===== src/rtl/lfc_pkg.sv =====
// Shared types for the load-miss fence controller.
// Assumes response attributes arrive together with the packet's valid strobe.
package lfc_pkg;

    typedef struct packed {
        logic spec;
        logic rd;
        logic l1_hit;
        logic last;
    } resp_attr_t;

    // A packet forces a fence when it is a speculative read that missed the L1.
    function automatic logic must_hold(resp_attr_t a);
        return a.spec & a.rd & ~a.l1_hit;
    endfunction

endpackage


===== src/rtl/lfc_slot.sv =====
// One load-slot tracker: gathers the packets of an access, holds the fence
// flag and the parked state, and raises a re-issue request when the fence is
// lifted on a parked load. Assumes the hit strobes are decoded for this slot.
// Priority on this slot: squash, then expose, then response.
module lfc_slot (
    input  logic clk,
    input  logic rst_n,
    input  logic resp_hit,
    input  logic resp_hold,
    input  logic resp_last,
    input  logic expose_hit,
    input  logic squash_hit,
    input  logic wb_hit,
    output logic fence_o,
    output logic parked_o,
    output logic reissue_o
);

    logic acc_q;
    logic fence_q;
    logic parked_q;
    logic defer_now;

    assign defer_now = wb_hit & fence_q & ~squash_hit;
    assign reissue_o = expose_hit & ~squash_hit & (parked_q | defer_now);
    assign fence_o   = fence_q;
    assign parked_o  = parked_q;

    // Gather the hold condition over the packets of a split access.
    always_ff @(posedge clk) begin
        if (!rst_n || squash_hit) begin
            acc_q <= 1'b0;
        end else if (resp_hit) begin
            acc_q <= resp_last ? 1'b0 : (acc_q | resp_hold);
        end
    end

    // Fence flag: set when the access completes, cleared on expose or squash.
    always_ff @(posedge clk) begin
        if (!rst_n || squash_hit || expose_hit) begin
            fence_q <= 1'b0;
        end else if (resp_hit && resp_last && (acc_q || resp_hold)) begin
            fence_q <= 1'b1;
        end
    end

    // Parked state: set by a fenced write-back, cleared when re-issued or squashed.
    always_ff @(posedge clk) begin
        if (!rst_n || squash_hit || expose_hit) begin
            parked_q <= 1'b0;
        end else if (defer_now) begin
            parked_q <= 1'b1;
        end
    end

    p_set_after_last_r2: assert property (@(posedge clk) disable iff (!rst_n)
        $rose(fence_q) |-> $past(resp_hit && resp_last));

    p_expose_clears_r7: assert property (@(posedge clk) disable iff (!rst_n)
        expose_hit |=> !fence_q && !parked_q);

    p_squash_clears_r8: assert property (@(posedge clk) disable iff (!rst_n)
        squash_hit |=> !fence_q && !parked_q);

    p_park_needs_fence_r5: assert property (@(posedge clk) disable iff (!rst_n)
        $rose(parked_q) |-> $past(wb_hit && fence_q));

endmodule


===== src/rtl/lfc_router.sv =====
// Write-back router: sends a written-back load either to the deferred list
// (flag set) or to commit (flag clear), and encodes the re-issue request.
// Assumes at most one expose per cycle. All outputs are registered.
module lfc_router #(
    parameter  int NUM_LOADS = 8,
    localparam int IDX_W     = (NUM_LOADS > 1) ? $clog2(NUM_LOADS) : 1
) (
    input  logic                 clk,
    input  logic                 rst_n,
    input  logic                 wb_valid,
    input  logic [IDX_W-1:0]     wb_idx,
    input  logic                 squash_valid,
    input  logic [IDX_W-1:0]     squash_idx,
    input  logic [NUM_LOADS-1:0] fence_vec,
    input  logic [NUM_LOADS-1:0] reissue_req,
    output logic                 defer_valid,
    output logic [IDX_W-1:0]     defer_idx,
    output logic                 commit_valid,
    output logic [IDX_W-1:0]     commit_idx,
    output logic                 reissue_valid,
    output logic [IDX_W-1:0]     reissue_idx
);

    logic             wb_live;
    logic             wb_fenced;
    logic [IDX_W-1:0] req_enc;

    assign wb_live   = wb_valid && !(squash_valid && squash_idx == wb_idx);
    assign wb_fenced = fence_vec[wb_idx];

    // Encode the single re-issue request into a slot index.
    always_comb begin
        req_enc = '0;
        for (int i = 0; i < NUM_LOADS; i++) begin
            if (reissue_req[i]) req_enc = IDX_W'(i);
        end
    end

    // Register the routing decision and the re-issue pulse.
    always_ff @(posedge clk) begin
        if (!rst_n) begin
            defer_valid   <= 1'b0;
            defer_idx     <= '0;
            commit_valid  <= 1'b0;
            commit_idx    <= '0;
            reissue_valid <= 1'b0;
            reissue_idx   <= '0;
        end else begin
            defer_valid   <= wb_live && wb_fenced;
            defer_idx     <= wb_idx;
            commit_valid  <= wb_live && !wb_fenced;
            commit_idx    <= wb_idx;
            reissue_valid <= |reissue_req;
            reissue_idx   <= req_enc;
        end
    end

    p_defer_commit_excl_r10: assert property (@(posedge clk) disable iff (!rst_n)
        !(defer_valid && commit_valid));

    p_commit_unfenced_r6: assert property (@(posedge clk) disable iff (!rst_n)
        commit_valid |-> $past(wb_valid) && !$past(fence_vec[wb_idx]));

    p_single_reissue_r7: assert property (@(posedge clk) disable iff (!rst_n)
        $onehot0(reissue_req));

endmodule


===== src/rtl/lfc_top.sv =====
// Speculative load-miss fence controller top: decodes the slot strobes,
// instantiates one tracker per load slot and the write-back router.
// Assumes at most one event of each kind per cycle.
module lfc_top #(
    parameter  int NUM_LOADS = 8,
    localparam int IDX_W     = (NUM_LOADS > 1) ? $clog2(NUM_LOADS) : 1
) (
    input  logic                 clk,
    input  logic                 rst_n,
    input  logic                 resp_valid,
    input  logic [IDX_W-1:0]     resp_idx,
    input  logic                 resp_spec,
    input  logic                 resp_read,
    input  logic                 resp_l1hit,
    input  logic                 resp_last,
    input  logic                 wb_valid,
    input  logic [IDX_W-1:0]     wb_idx,
    input  logic                 expose_valid,
    input  logic [IDX_W-1:0]     expose_idx,
    input  logic                 squash_valid,
    input  logic [IDX_W-1:0]     squash_idx,
    output logic                 defer_valid,
    output logic [IDX_W-1:0]     defer_idx,
    output logic                 commit_valid,
    output logic [IDX_W-1:0]     commit_idx,
    output logic                 reissue_valid,
    output logic [IDX_W-1:0]     reissue_idx,
    output logic [NUM_LOADS-1:0] fence_flags
);
    import lfc_pkg::*;

    resp_attr_t           attr;
    logic                 hold;
    logic [NUM_LOADS-1:0] parked;
    logic [NUM_LOADS-1:0] reissue_req;

    assign attr = '{spec: resp_spec, rd: resp_read, l1_hit: resp_l1hit, last: resp_last};
    assign hold = must_hold(attr);

    for (genvar i = 0; i < NUM_LOADS; i++) begin : g_slot
        lfc_slot u_slot (
            .clk        (clk),
            .rst_n      (rst_n),
            .resp_hit   (resp_valid   && resp_idx   == IDX_W'(i)),
            .resp_hold  (hold),
            .resp_last  (attr.last),
            .expose_hit (expose_valid && expose_idx == IDX_W'(i)),
            .squash_hit (squash_valid && squash_idx == IDX_W'(i)),
            .wb_hit     (wb_valid     && wb_idx     == IDX_W'(i)),
            .fence_o    (fence_flags[i]),
            .parked_o   (parked[i]),
            .reissue_o  (reissue_req[i])
        );
    end

    lfc_router #(.NUM_LOADS(NUM_LOADS)) u_router (
        .clk           (clk),
        .rst_n         (rst_n),
        .wb_valid      (wb_valid),
        .wb_idx        (wb_idx),
        .squash_valid  (squash_valid),
        .squash_idx    (squash_idx),
        .fence_vec     (fence_flags),
        .reissue_req   (reissue_req),
        .defer_valid   (defer_valid),
        .defer_idx     (defer_idx),
        .commit_valid  (commit_valid),
        .commit_idx    (commit_idx),
        .reissue_valid (reissue_valid),
        .reissue_idx   (reissue_idx)
    );

    p_reissue_only_parked_r8: assert property (@(posedge clk) disable iff (!rst_n)
        reissue_valid |-> $past(expose_valid) && !$past(squash_valid && squash_idx == expose_idx));

    p_parked_is_unique_r5: assert property (@(posedge clk) disable iff (!rst_n)
        defer_valid |-> !commit_valid && $past(wb_valid));

endmodule


===== config.mk =====
export PLATFORM = sky130hd
export DESIGN_NAME = lfc_top
export DESIGN_NICKNAME = d
export VERILOG_FILES = /design/src/rtl/lfc_pkg.sv /design/src/rtl/lfc_slot.sv /design/src/rtl/lfc_router.sv /design/src/rtl/lfc_top.sv
export SDC_FILE = /design/constraint.sdc
export NUM_CORES = 1
export LEC_CHECK = 0
export BUFFER_PORTS_ARGS = -buffer_cell sky130_fd_sc_hd__buf_4
export CORE_MARGIN = 4
export CORE_UTILIZATION = 53
export DETAILED_ROUTE_END_ITERATION = 12
export PLACE_DENSITY_LB_ADDON = 0.2
export SYNTH_ARGS = -nofsm -noshare
export SYNTH_HDL_FRONTEND = slang
export SYNTH_SLANG_ARGS = --single-unit

===== constraint.sdc =====
create_clock -name clk -period 1.8 [get_ports clk]
set_input_delay 0.18 -clock clk [delete_from_list [all_inputs] [get_ports clk]]
set_output_delay 0.18 -clock clk [all_outputs]
set_load 0.05 [all_outputs]

==> impl_metrics.ini <==
[timing]
slew_headroom_pct = 60.5
finalHoldViolations = 0
fmax_ghz = 0.750
tightest_slew_ns = 0.591
setup_viol_count_final = 0
fin_skew_ns = 0.00550
fin_crit_sh_pct = 74.1
rsz0062_at_grt = false
period_minus_slack_ns = 1.33
worst_slack_ns = 0.467
fin_tns_setup_ns = 0
hold_ws_ns = 0.138
finalMaxSlewViolations = 0

[clock_network]
hold_buffers = 0
h-tree-depth = 2
clock_latency_ns = 0.34
clockBufferDepth = 2
clock_sinks = 33
clk_pin_slew_worst_paths_ns = 0.10
ctsResizeCount = 0
cts_tree = done
cts-buffers-inserted = 5
post_cts_buffers = 0
cts_root_buffer = clkbuf_4

[route]
ant_nets = 0
wl_per_cell_um = 16.1
vias = 1638
viasPerCell = 5.85
drc_errors = 0
drtIter0Drc = 121
drt-total-wl_mm = 4.52
firstDrtPassIters = 4

[synthesis]
ys_types = 45
syn_area_sq_um = 1780
syn_inst = 208
synthTopCellsByCount = 33 x dfxtp_1, 18 x nor2_1, 12 x a21oi_1, 12 x buf_4
synth_fp_nets = 230
synth.top_cell.area_share_pct = 37.1
synth_mux_area_share_pct = 3.09
synth-edff-count = 0
avgSynthCellArea_sq_um = 8.56
synthXorXnorAreaFrac_pct = 1.48
seq_area_frac_synth_pct = 37.1
synth_largest_area_cell = dfxtp_1
synth_compound_area_share_pct = 19.7
ys_seq_elements = 33
ys_warn_count = 0
synth_simple_gate_area_share_pct = 27.8
synth_fa_ha_area_share_pct = 0
synth.most_common_cell = dfxtp_1
ys.flop_type = dfxtp_1
synthTopCellsByArea = dfxtp_1 37%, buf_4 5.1%, nor2_1 3.8%, a41oi_1 3.4%, a21oi_1 3.4%
synth_top_family_by_area = simple AND/OR/NAND/NOR gates
async_reset_ff_share_pct = 0

[final_layout]
nets = 257
diodes = 0
area_delta_synth_final_pct = 15.6
multi_input_area_sq_um = 927
seq_area_sq_um = 661
layout-drive-gt1-share_pct = 24.2
stdcell_count = 280
final_cell_area_sq_um = 2060
post-route-util_pct = 65.8
fillCellCount = 286

[floorplanning]
dieArea_sq_um = 4350
die_h_um = 66.0
num_rows = 20
io-pin-count = 42
core_sq_um = 3130
initial_utilization_pct = 56.9
die_w_um = 66.0

[job]
drv_cap = 0

[power_and_ir_drop]
switching_power_mw = 0.390
combPwrFrac_pct = 16.1
internal_power_mw = 0.970
powerDensity_nw_per_um2 = 661
ir_drop_uv = 382
power_frac_clock_pct = 29.4
switching_share_pct = 28.7
total_power_mw = 1.36
p_leak_nw = 0.802
p_seq_share_pct = 54.4

[setup_path]
reg2reg_depth = 3
slowest_stage = o41a_1
criticalPathCategory = flip-flop to flip-flop
cp.required_ns = 2.03
critPathCaptureType = flip-flop
worstPathMaxFanout = 4
cp-endpoint = u_router.reissue_valid
crit_cells = 3
reg2reg_to = u_router.reissue_valid
r2r_start = g_slot[7].u_slot.fence_o
cpLargestDelayFamily = compound AO/OA/AOI/OAI gates
cp-start-kind = flip-flop
startpoint = g_slot[7].u_slot.fence_o
path_cells = a31oi_1, o32ai_1, o41a_1
critical-path-max-stage-delay_ns = 0.44
timing.critical_path.buf_inv = 0
reg2reg_slack_ns = 0.47
worstPathArrival_ns = 1.56

[placement]
placed_area_sq_um = 2010
place.gp.congestion = 0.872
dp_cells = 272
hpwl_mm = 3.46
pre_cts_ws_ns = 0.305
portBuffers = 41

[global_routing]
antenna_found_initial = 0
grt_pass1_wl_mm = 7.42
grt_max_degree = 22
overflow = 0
grtUsageTotal_pct = 22.6
grt_pass1_vias = 1576

[status]
outcome = completed

[worst_hold_path]
hold_path_class = primary input to flip-flop
## power groups by stage
stage          Clock, mW  Sequential [mW]  Combinational, mW
4_1_cts            0.407            0.740              0.217
5_1_grt            0.459            0.741              0.236
6_report           0.401            0.740              0.220
3_3_place_gp           0            0.757              0.212
2_1_floorplan          0            0.774              0.127
3_5_place_dp           0            0.757              0.216
## layout make-up
type | instances | share of cell area (%)
clock buffer | 6 | 2.01
clock inverter | 2 | 0.486
inverter | 11 | 2.01
multi-input combinational | 141 | 45.0
sequential | 33 | 32.1
tap | 44 | 2.67
timing repair buffer | 43 | 15.7
## placed cells by master (no fill, tap or decap), drive strengths merged, types with 4 or more instances in the layout
| cell | instances |
|---|---|
| clkbuf | 6 |
| nor2b | 5 |
| and2 | 6 |
| nand3 | 7 |
| nand2 | 11 |
| buf | 43 |
| a31oi | 9 |
| a21oi | 12 |
| nand3b | 5 |
| nand4b | 4 |
| nor3 | 8 |
| dfxtp | 33 |
| inv | 11 |
| nor2 | 18 |
| o21ai | 8 |
| a41oi | 7 |
## worst min path at each step
stage	startpoint	endpoint	depth (start not counted)	slack [ns]
after floorplan	rst_n	g_slot[3].u_slot.acc_q	2	0.33
after global placement	g_slot[3].u_slot.parked_o	g_slot[3].u_slot.parked_o	2	0.46
after detailed placement	g_slot[7].u_slot.parked_o	g_slot[7].u_slot.parked_o	2	0.46
after CTS	wb_idx[1]	u_router.defer_idx[1]	2	0.13
after global routing	wb_idx[1]	u_router.defer_idx[1]	2	0.14
final	wb_idx[1]	u_router.defer_idx[1]	2	0.14
## worst reg2reg max path, delay by kind of cell, from the launching register on
family	cells	cell delay, ns
flip-flops	1	0.37
AO/OA/AOI/OAI	3	0.85
## metal layers
metal,up-vias,routed length (um),GRT usage [%]
met5,-,0,0
met4,0,130,12.2
met3,14,306,5.27
met2,68,2150,35.7
met1,751,1940,28.2
li1,805,-,-
## flip-flops by register name (all words and copies together) (netlist names)
| register | cells |
|---|---|
| g_slot.u_slot.acc_q | 8 |
| g_slot.u_slot.fence_o | 8 |
| g_slot.u_slot.parked_o | 8 |
| u_router.commit_valid | 1 |
| u_router.defer_idx | 3 |
| u_router.defer_valid | 1 |
| u_router.reissue_idx | 3 |
| u_router.reissue_valid | 1 |
## logic make-up after synthesis
logic type / Yosys count
simple gates: 83
compound gates: 52
buf+inv: 34
flops: 33
xor+xnor: 3
mux: 3
Power figures use the tool's default switching activity.
